==> src/rtl/sram_seq_pkg.sv <==
package sram_seq_pkg;

   typedef enum logic [2:0] {
      ST_IDLE,
      ST_WSETUP,
      ST_WPULSE,
      ST_WHOLD,
      ST_WREL,
      ST_RGUARD,
      ST_ROE,
      ST_RPOST
   } seq_state_t;

   typedef struct packed {
      logic ce_n;
      logic oe_n;
      logic we_n;
      logic drv_en;
      logic busy;
   } strobe_t;

   function automatic strobe_t strobe_of(seq_state_t s);
      strobe_t r;
      r = '{ce_n: 1'b1, oe_n: 1'b1, we_n: 1'b1, drv_en: 1'b0, busy: 1'b0};
      case (s)
         ST_WSETUP, ST_WHOLD: begin r.ce_n = 1'b0; r.drv_en = 1'b1; r.busy = 1'b1; end
         ST_WPULSE: begin r.ce_n = 1'b0; r.drv_en = 1'b1; r.we_n = 1'b0; r.busy = 1'b1; end
         ST_WREL, ST_RGUARD, ST_RPOST: begin r.ce_n = 1'b0; r.busy = 1'b1; end
         ST_ROE: begin r.ce_n = 1'b0; r.oe_n = 1'b0; r.busy = 1'b1; end
         default: ;
      endcase
      return r;
   endfunction

endpackage

==> src/rtl/sram_btn_cond.sv <==
module sram_btn_cond #(
   parameter int SYNC_STAGES = 2,
   parameter int DB_BITS     = 16
) (
   input  logic clk,
   input  logic rst_n,
   input  logic btn_raw,
   output logic press_pulse
);
   logic [SYNC_STAGES-1:0] sync_q;
   logic [DB_BITS-1:0]     cnt_q;
   logic                   stable_q;
   logic                   stable_d1_q;
   logic                   btn_s;

   generate
      genvar gi;
      for (gi = 0; gi < SYNC_STAGES; gi++) begin : g_sync
         always_ff @(posedge clk or negedge rst_n) begin
            if (!rst_n)
               sync_q[gi] <= 1'b0;
            else if (gi == 0)
               sync_q[gi] <= btn_raw;
            else
               sync_q[gi] <= sync_q[(gi > 0) ? gi-1 : 0];
         end
      end
   endgenerate

   assign btn_s = sync_q[SYNC_STAGES-1];

   always_ff @(posedge clk or negedge rst_n) begin
      if (!rst_n) begin
         cnt_q       <= '0;
         stable_q    <= 1'b0;
         stable_d1_q <= 1'b0;
      end else begin
         stable_d1_q <= stable_q;
         if (btn_s == stable_q)
            cnt_q <= '0;
         else if (&cnt_q) begin
            cnt_q    <= '0;
            stable_q <= btn_s;
         end else
            cnt_q <= cnt_q + 1'b1;
      end
   end

   assign press_pulse = stable_q & ~stable_d1_q;

   a_r8_single_pulse: assert property (@(posedge clk) disable iff (!rst_n)
      press_pulse |=> !press_pulse);

endmodule

==> src/rtl/sram_strobe_fsm.sv <==
module sram_strobe_fsm
   import sram_seq_pkg::*;
#(
   parameter int AW = 8,
   parameter int DW = 8
) (
   input  logic          clk,
   input  logic          rst_n,
   input  logic          start,
   input  logic          start_write,
   input  logic [AW-1:0] start_addr,
   input  logic [DW-1:0] start_wdata,
   input  logic [DW-1:0] sram_din,
   output logic [AW-1:0] sram_addr,
   output logic [DW-1:0] sram_dout,
   output logic          ce_n,
   output logic          oe_n,
   output logic          we_n,
   output logic          drv_en,
   output logic          busy,
   output logic [DW-1:0] rd_data,
   output logic          rd_valid
);
   seq_state_t st_q, st_d;
   strobe_t    stb_q;

   always_comb begin
      st_d = st_q;
      case (st_q)
         ST_IDLE:   if (start) st_d = start_write ? ST_WSETUP : ST_RGUARD;
         ST_WSETUP: st_d = ST_WPULSE;
         ST_WPULSE: st_d = ST_WHOLD;
         ST_WHOLD:  st_d = ST_WREL;
         ST_RGUARD: st_d = ST_ROE;
         ST_ROE:    st_d = ST_RPOST;
         default:   st_d = ST_IDLE;
      endcase
   end

   always_ff @(posedge clk or negedge rst_n) begin
      if (!rst_n) begin
         st_q      <= ST_IDLE;
         stb_q     <= strobe_of(ST_IDLE);
         sram_addr <= '0;
         sram_dout <= '0;
         rd_data   <= '0;
         rd_valid  <= 1'b0;
      end else begin
         st_q     <= st_d;
         stb_q    <= strobe_of(st_d);
         rd_valid <= (st_d == ST_RPOST);
         if (st_q == ST_IDLE && start) begin
            sram_addr <= start_addr;
            sram_dout <= start_wdata;
         end
         if (st_q == ST_ROE)
            rd_data <= sram_din;
      end
   end

   assign ce_n   = stb_q.ce_n;
   assign oe_n   = stb_q.oe_n;
   assign we_n   = stb_q.we_n;
   assign drv_en = stb_q.drv_en;
   assign busy   = stb_q.busy;

   a_r4_no_we_oe_overlap: assert property (@(posedge clk) disable iff (!rst_n)
      !(!we_n && !oe_n));
   a_r5_drv_off_before_oe: assert property (@(posedge clk) disable iff (!rst_n)
      !oe_n |-> (!drv_en && !$past(drv_en)));
   a_r5_drv_off_after_oe: assert property (@(posedge clk) disable iff (!rst_n)
      $rose(oe_n) |-> !drv_en);
   a_r2_we_single_clock: assert property (@(posedge clk) disable iff (!rst_n)
      !we_n |=> we_n);
   a_r2_bus_stable_on_we: assert property (@(posedge clk) disable iff (!rst_n)
      !we_n |-> (drv_en && $stable(sram_addr) && $stable(sram_dout)));
   a_r6_ce_before_we: assert property (@(posedge clk) disable iff (!rst_n)
      !we_n |-> $past(!ce_n));
   a_r6_ce_after_we: assert property (@(posedge clk) disable iff (!rst_n)
      $rose(we_n) |-> !ce_n);
   a_r7_addr_held_busy: assert property (@(posedge clk) disable iff (!rst_n)
      (busy && $past(busy)) |-> $stable(sram_addr));
   a_r3_valid_after_oe: assert property (@(posedge clk) disable iff (!rst_n)
      rd_valid |-> ($rose(oe_n) && busy));

endmodule

==> src/rtl/sram_seq.sv <==
module sram_seq #(
   parameter int AW          = 8,
   parameter int DW          = 8,
   parameter int SYNC_STAGES = 2,
   parameter int DB_BITS     = 16
) (
   input  logic          clk,
   input  logic          rst_n,
   input  logic          manual_mode,
   input  logic          req_valid,
   input  logic          req_write,
   input  logic [AW-1:0] req_addr,
   input  logic [DW-1:0] req_wdata,
   input  logic          btn_raw,
   input  logic [AW-1:0] sw_addr,
   input  logic [DW-1:0] sw_data,
   output logic [AW-1:0] sram_addr,
   output logic [DW-1:0] sram_dout,
   input  logic [DW-1:0] sram_din,
   output logic          ce_n,
   output logic          oe_n,
   output logic          we_n,
   output logic          drv_en,
   output logic          busy,
   output logic [DW-1:0] rd_data,
   output logic          rd_valid
);
   generate
      if (AW < 1 || DW < 1)      $error("sram_seq: AW and DW must be positive");
      if (SYNC_STAGES < 2)       $error("sram_seq: at least two sync stages");
      if (DB_BITS < 1 || DB_BITS > 24) $error("sram_seq: DB_BITS out of range");
   endgenerate

   logic          press;
   logic          start;
   logic          start_write;
   logic [AW-1:0] start_addr;
   logic [DW-1:0] start_wdata;

   sram_btn_cond #(
      .SYNC_STAGES (SYNC_STAGES),
      .DB_BITS     (DB_BITS)
   ) i_btn (
      .clk         (clk),
      .rst_n       (rst_n),
      .btn_raw     (btn_raw),
      .press_pulse (press)
   );

   always_comb begin
      if (manual_mode) begin
         start       = press;
         start_write = 1'b1;
         start_addr  = sw_addr;
         start_wdata = sw_data;
      end else begin
         start       = req_valid;
         start_write = req_write;
         start_addr  = req_addr;
         start_wdata = req_wdata;
      end
   end

   sram_strobe_fsm #(
      .AW (AW),
      .DW (DW)
   ) i_fsm (
      .clk         (clk),
      .rst_n       (rst_n),
      .start       (start),
      .start_write (start_write),
      .start_addr  (start_addr),
      .start_wdata (start_wdata),
      .sram_din    (sram_din),
      .sram_addr   (sram_addr),
      .sram_dout   (sram_dout),
      .ce_n        (ce_n),
      .oe_n        (oe_n),
      .we_n        (we_n),
      .drv_en      (drv_en),
      .busy        (busy),
      .rd_data     (rd_data),
      .rd_valid    (rd_valid)
   );

   a_r7_start_only_idle: assert property (@(posedge clk) disable iff (!rst_n)
      (busy && $past(busy) && !$past(we_n)) |=> busy);

endmodule

==> config.mk <==
export PLATFORM = sky130hd
export DESIGN_NAME = sram_seq
export DESIGN_NICKNAME = d
export VERILOG_FILES = /design/src/rtl/sram_seq_pkg.sv /design/src/rtl/sram_btn_cond.sv /design/src/rtl/sram_strobe_fsm.sv /design/src/rtl/sram_seq.sv
export SDC_FILE = /design/constraint.sdc
export NUM_CORES = 1
export LEC_CHECK = 0
export BUFFER_PORTS_ARGS = -buffer_cell sky130_fd_sc_hd__buf_2
export CORE_AREA = 2 2 89 91
export DETAILED_ROUTE_END_ITERATION = 7
export DIE_AREA = 0 0 91 93
export PLACE_DENSITY = 0.55
export SLEW_MARGIN = 20
export SYNTH_ARGS = -nofsm -noshare
export SYNTH_HDL_FRONTEND = slang
export SYNTH_SLANG_ARGS = --single-unit
export TNS_END_PERCENT = 1
==> constraint.sdc <==
create_clock -name clk -period 1.8 [get_ports clk]
set_input_delay 0.27 -clock clk [delete_from_list [all_inputs] [get_ports clk]]
set_output_delay 0.27 -clock clk [all_outputs]
set_load 0.1 [all_outputs]
[Word-level counts from Yosys, hierarchy flattened]
Index checks and enable logic that the tools add are counted.
Storage, ports and cells
  output and inout bits: 30
  register bits after elaboration: 53
  bits of input ports: 46
  logic and storage cells: 52
Cells by class
  add/subtract/negate cells: 1
  equality and inequality tests: 13
  bitwise gates (word level): 3
  muxes and demuxes: 14
  reductions and logical operators: 6
Operator list (number)
  two-way mux 16 bit: 2
  equality test 3 bit, second input constant: 6
  case mux 3 bit (6 select lines): 1
  AND reduction 17 bit: 1
  adder 16 x 1 -> 16 bit, second input constant: 1
  two-way mux 8 bit: 2
  AND reduction 16 bit: 1
  equality test 3 x 2 -> 1 bit, second input constant: 4
  two-way mux 1 bit: 7
  OR reduction 7 bit: 1
  equality test 3 x 1 -> 1 bit, second input constant: 2
  two-way mux 3 bit: 2
  zero test 3 bit: 1
  OR reduction 3 bit: 1
  inverter 1 bit: 2
  AND 1 bit: 1
  equality test 1 bit: 1
  logical AND 1 bit: 1

[Longest topological paths before layout]
  depth in word-level cells: 8
  mapped depth: 7
  mapped depth without buffers: 6

[Hierarchy]
A second synthesis with hierarchy kept.
Second synthesis, totals
  cells, all modules: 189
  area, all modules: 2547.4 um2
Modules (own cells, without submodules)
  sram_strobe_fsm: cells an instance 84, sequential area each 829.5 um2, area each 1345.0 um2, times used 1
  sram_btn_cond: cells an instance 85, sequential area each 500.5 um2, area each 939.7 um2, times used 1
  sram_seq: cells an instance 20, sequential area each 0.0 um2, area each 262.8 um2, times used 1

[Worst setup path after synthesis]
No wires, ideal clock.
  path type: register to register
  start point: register i_fsm.st_q[0]
  end point: register i_fsm.sram_addr[2]
  cell stages (with the launch flop): 8
  path buffers: 1
  data arrival time: 1622 ps
  setup slack: 100 ps
  path through: dfrtp_1 -> inv_1 -> ha_1 -> nor2b_1 -> a21boi_1 -> clkbuf_1 -> nor2_1 -> a21oi_1
On the way
  longest elaborated chain between the ends: 2
Ends and longest elaborated chain
  from (decl): RTL line sram_strobe_fsm.sv:24  | seq_state_t st_q, st_d;
  from (signal assigned): RTL line sram_strobe_fsm.sv:49  | st_q <= st_d;
  zero test 3 bit: RTL line sram_strobe_fsm.sv:52  | if (st_q == ST_IDLE && start) begin
  logical AND 1 bit: RTL line sram_strobe_fsm.sv:52
  to (signal assigned): RTL line sram_strobe_fsm.sv:53  | sram_addr <= start_addr;
  to (decl): RTL line sram_strobe_fsm.sv:14  | output logic [AW-1:0] sram_addr,
No other way between the ends.
A chain may end at the register's enable or synchronous reset.

[Worst setup path in the final report]
  start point: register i_btn.cnt_q[6]
  end point: register i_btn.cnt_q[15]
On the way
  longest elaborated chain between the ends: 3
Ends and longest elaborated chain
  from (decl): RTL line sram_btn_cond.sv:11  | logic [DB_BITS-1:0] cnt_q;
  from (signal assigned): RTL line sram_btn_cond.sv:45  | cnt_q <= cnt_q + 1'b1;
  adder 16 x 1 -> 16 bit / AND reduction 16 bit (equally long branches): RTL line sram_btn_cond.sv:45, sram_btn_cond.sv:41
  two-way mux 16 bit *: RTL line sram_btn_cond.sv:41  | else if (&cnt_q) begin
  two-way mux 16 bit *: RTL line sram_btn_cond.sv:39  | if (btn_s == stable_q)
Every way passes the cells marked *; elsewhere a longest branch is shown, timed or not.

==> results.toml <==
[critical_path]
rr_endpoint = "i_btn.cnt_q[15]$_DFF_PN0_"
start_kind = "flip-flop"
reg2regPathDepth = 4
critPathRequiredTime_ps = 2020
r2r_slack_ps = 90
crit_type = "reg -> reg"
critPathArrivalTime_ps = 1940
r2r_start = "i_btn.cnt_q[6]$_DFF_PN0_"
crit_path_max_fanout = 7
endpoint_kind = "flip-flop"

[timing]
slew_viol_final = 0
fin_ws_ps = 87.6
clock_skew_ps = 13.4
worst_pin_slew_ps = 496
layout_min_cycle_time_ps = 1710
fin_crit_sh_pct = 95.1
clock.fmax_ghz = 0.584
relSlewSlack_pct = 67.1
hold_violations = 0
final-setup-viol-count = 0

[worst_hold_path]
hold_start = "btn_raw"
min_path_type = "in -> reg"
whs_path_depth = 1
min_to = "i_btn.sync_q[0]$_DFF_PN0_"

[synthesis]
avgSynthCellArea_sq_um = 11.3
muxShareOfSynthArea_pct = 11.2
netlist_area_sq_um = 2340
syn_nets = 258
synth_compound_gate_area_share_pct = 6.27
synth_xor_area_share_pct = 5.25
synth_seq_cells = 53
seq_area_frac_synth_pct = 56.9
synth-simple-area-share_pct = 15.1
synth.distinct_cells = 36
ys.warnings.count = 0
netlist_instances = 206
synth_top_family_by_area = "simple AND/OR/NAND/NOR gates"
synth_fa_ha_area_share_pct = 3.21

[layout]
syn2layout_area_growth_pct = 30.4
layout-drive-gt1-share_pct = 37.3
num_antenna_cells = 0
fin_nets = 346

[die]
start_util_pct = 31.0
die_width_um = 91
die_y_um = 93
placeableCoreArea_sq_um = 7530
num_rows = 32
dieArea_sq_um = 8460
io_pins = 76

[placement]
place_ws_ps = 71.8
numPortBuffers = 75
gp_congestion = 0.707
dpl.hpwl_mm = 3.38

[clock_tree]
cts_tree = "done"
cts_root_buf = "clkbuf_8"
numCtsBuffers = 5
htree_levels = 2
clock_path_buffers = 2
clkSinkCount = 53
clk_pin_slew_ps = 100
clkLatencyLatePin_ps = 310

[routing]
drc = 0
antenna_left = 0
wl_per_cell_um = 11.6
routed_wl_mm = 4.59
dr.pass1.iters = 4
vias_per_cell = 4.36
num_vias = 1732
initialDrtViolationCount = 38

[global_route]
grt_usage_pct = 11.7
overflow = 0
antenna_found_initial = 0
grt_max_degree = 54
grt_pass1_vias = 1765
grt_pass1_wl_mm = 8.07

[status]
outcome = "finished clean"

[job]
cap_violations = 0
## cells in the final DEF (no fill, tap or decap), types with 3 or more instances in the layout
cell type / count
buf_2: 75
dfrtp_1: 49
nor2_1: 33
a21oi_1: 18
mux2i_1: 16
xnor2_1: 10
nand2_1: 9
mux2_2: 9
buf_4: 9
inv_1: 6
ha_1: 6
nand3_1: 5
nor3_1: 5
clkbuf_8: 5
nand2b_1: 4
xor2_1: 4
nor4_1: 3
dfstp_2: 3
## flip-flops by register name (all words and copies together), names as in the netlist
signal,cells
i_fsm.ce_n,1
i_fsm.rd_data,8
i_btn.stable_d1_q,1
i_fsm.rd_valid,1
i_fsm.busy,1
i_fsm.sram_dout,8
i_btn.stable_q,1
i_fsm.drv_en,1
i_fsm.st_q,3
i_btn.sync_q,1
i_fsm.we_n,1
i_btn.cnt_q,16
i_btn.btn_s,1
i_fsm.sram_addr,8
i_fsm.oe_n,1
## cell families (layout without fill, tap and decap cells)
logic type / Yosys count / count (layout)
AO/OA/AOI/OAI: 25 / 25
adder cells (fa/ha/maj): 6 / 6
multiplexers: 25 / 25
flip-flops: 53 / 53
buffers and inverters: 12 / 101
XOR/XNOR: 14 / 14
AND/OR/NAND/NOR: 71 / 71
## routing by layer
| metal | vias to the layer above | routed length, um | GRT usage, % |
|---|---|---|---|
| met3 | 3 | 317 | 3.79 |
| met5 | - | 0 | 0 |
| met1 | 793 | 2170 | 15.2 |
| li1 | 879 | - | - |
| met4 | 0 | 32 | 2.65 |
| met2 | 57 | 2070 | 19.2 |
## worst max-delay path: stages, from the launching register on
cell     delay [ps]
dfrtp_1         450
nand4_4         160
or3_1           390
or4b_1          470
a21oi_1         160
## worst max path at each step
stage / start / end / slack, ps / cells after the start
2_1_floorplan: i_fsm.st_q[0]$_DFF_PN0_ / i_fsm.sram_addr[2]$_DFFE_PN0P_ / 100 / 7
3_3_place_gp: i_btn.cnt_q[5]$_DFF_PN0_ / i_btn.cnt_q[15]$_DFF_PN0_ / 150 / 4
3_5_place_dp: i_btn.cnt_q[5]$_DFF_PN0_ / i_btn.cnt_q[15]$_DFF_PN0_ / 70 / 4
4_1_cts: i_btn.cnt_q[5]$_DFF_PN0_ / i_btn.cnt_q[15]$_DFF_PN0_ / 50 / 4
5_1_grt: i_fsm.st_q[0]$_DFF_PN0_ / i_fsm.busy$_DFF_PN0_ / -5 / 6
6_report: i_btn.cnt_q[6]$_DFF_PN0_ / i_btn.cnt_q[15]$_DFF_PN0_ / 90 / 4
## through the flow
stage | instances | util (%) | hold slack [ps] | instance area (sq um) | setup TNS, ps
after floorplan | 206 | - | -25.6 | 2340 | 0
after global placement | 388 | 38.7 | 295 | 2910 | 0
after detailed placement | 388 | 38.7 | 286 | 2910 | 0
after CTS | 397 | 40.3 | 60.0 | 3030 | 0
after global routing | 397 | 40.5 | 51.6 | 3050 | -4.72
final | 397 | 40.5 | 64.1 | 3050 | 0
## layout make-up
| class | count | area [sq um] |
|---|---|---|
| Clock buffer | 6 | 72.6 |
| Clock inverter | 2 | 38.8 |
| Fill cell | 771 | 4480 |
| Inverter | 6 | 22.5 |
| Multi-Input combinational cell | 141 | 970 |
| Sequential cell | 53 | 1330 |
| Tap cell | 102 | 128 |
| Timing Repair Buffer | 87 | 484 |
## timing repair
item                                   in CTS  in global routing
buffers inserted                            0                  0
hold buffers                                1                  0
resized for setup                           0                  3
endpoints found under the hold margin      50                  0
setup endpoints to repair                   0                 12
## synth_stat cells
library cell | number | share of area [%]
nor2b_1 | 1 | 0.27
nor4_1 | 3 | 0.80
a21o_1 | 1 | 0.32
xnor2_1 | 10 | 3.7
o41ai_1 | 1 | 0.38
clkbuf_1 | 3 | 0.48
inv_1 | 6 | 0.96
and3_1 | 1 | 0.27
o31a_1 | 1 | 0.38
nand2_1 | 9 | 1.4
nand3b_1 | 1 | 0.32
and4_1 | 1 | 0.38
dfstp_2 | 3 | 3.4
nor2_1 | 33 | 5.3
or4b_1 | 1 | 0.43
a21boi_1 | 1 | 0.32
buf_2 | 2 | 0.43
nand4_1 | 2 | 0.54
a21oi_1 | 18 | 3.9
xor2_1 | 4 | 1.5
nand3_1 | 5 | 1.1
nor3_1 | 5 | 1.1
o21ai_0 | 1 | 0.21
dfrtp_1 | 50 | 54
and2_1 | 1 | 0.27
nor4bb_1 | 1 | 0.43
nand2b_1 | 4 | 1.1
buf_1 | 1 | 0.16
a31o_2 | 1 | 0.38
or3_1 | 1 | 0.27
o32a_1 | 1 | 0.43
mux2i_1 | 16 | 6.9
mux2_2 | 9 | 4.3
or2_2 | 1 | 0.27
ha_1 | 6 | 3.2
nand4_4 | 1 | 0.91
Power is not shown: default switching activity piles up to over one toggle a cycle in this logic, so the estimate is an artifact.
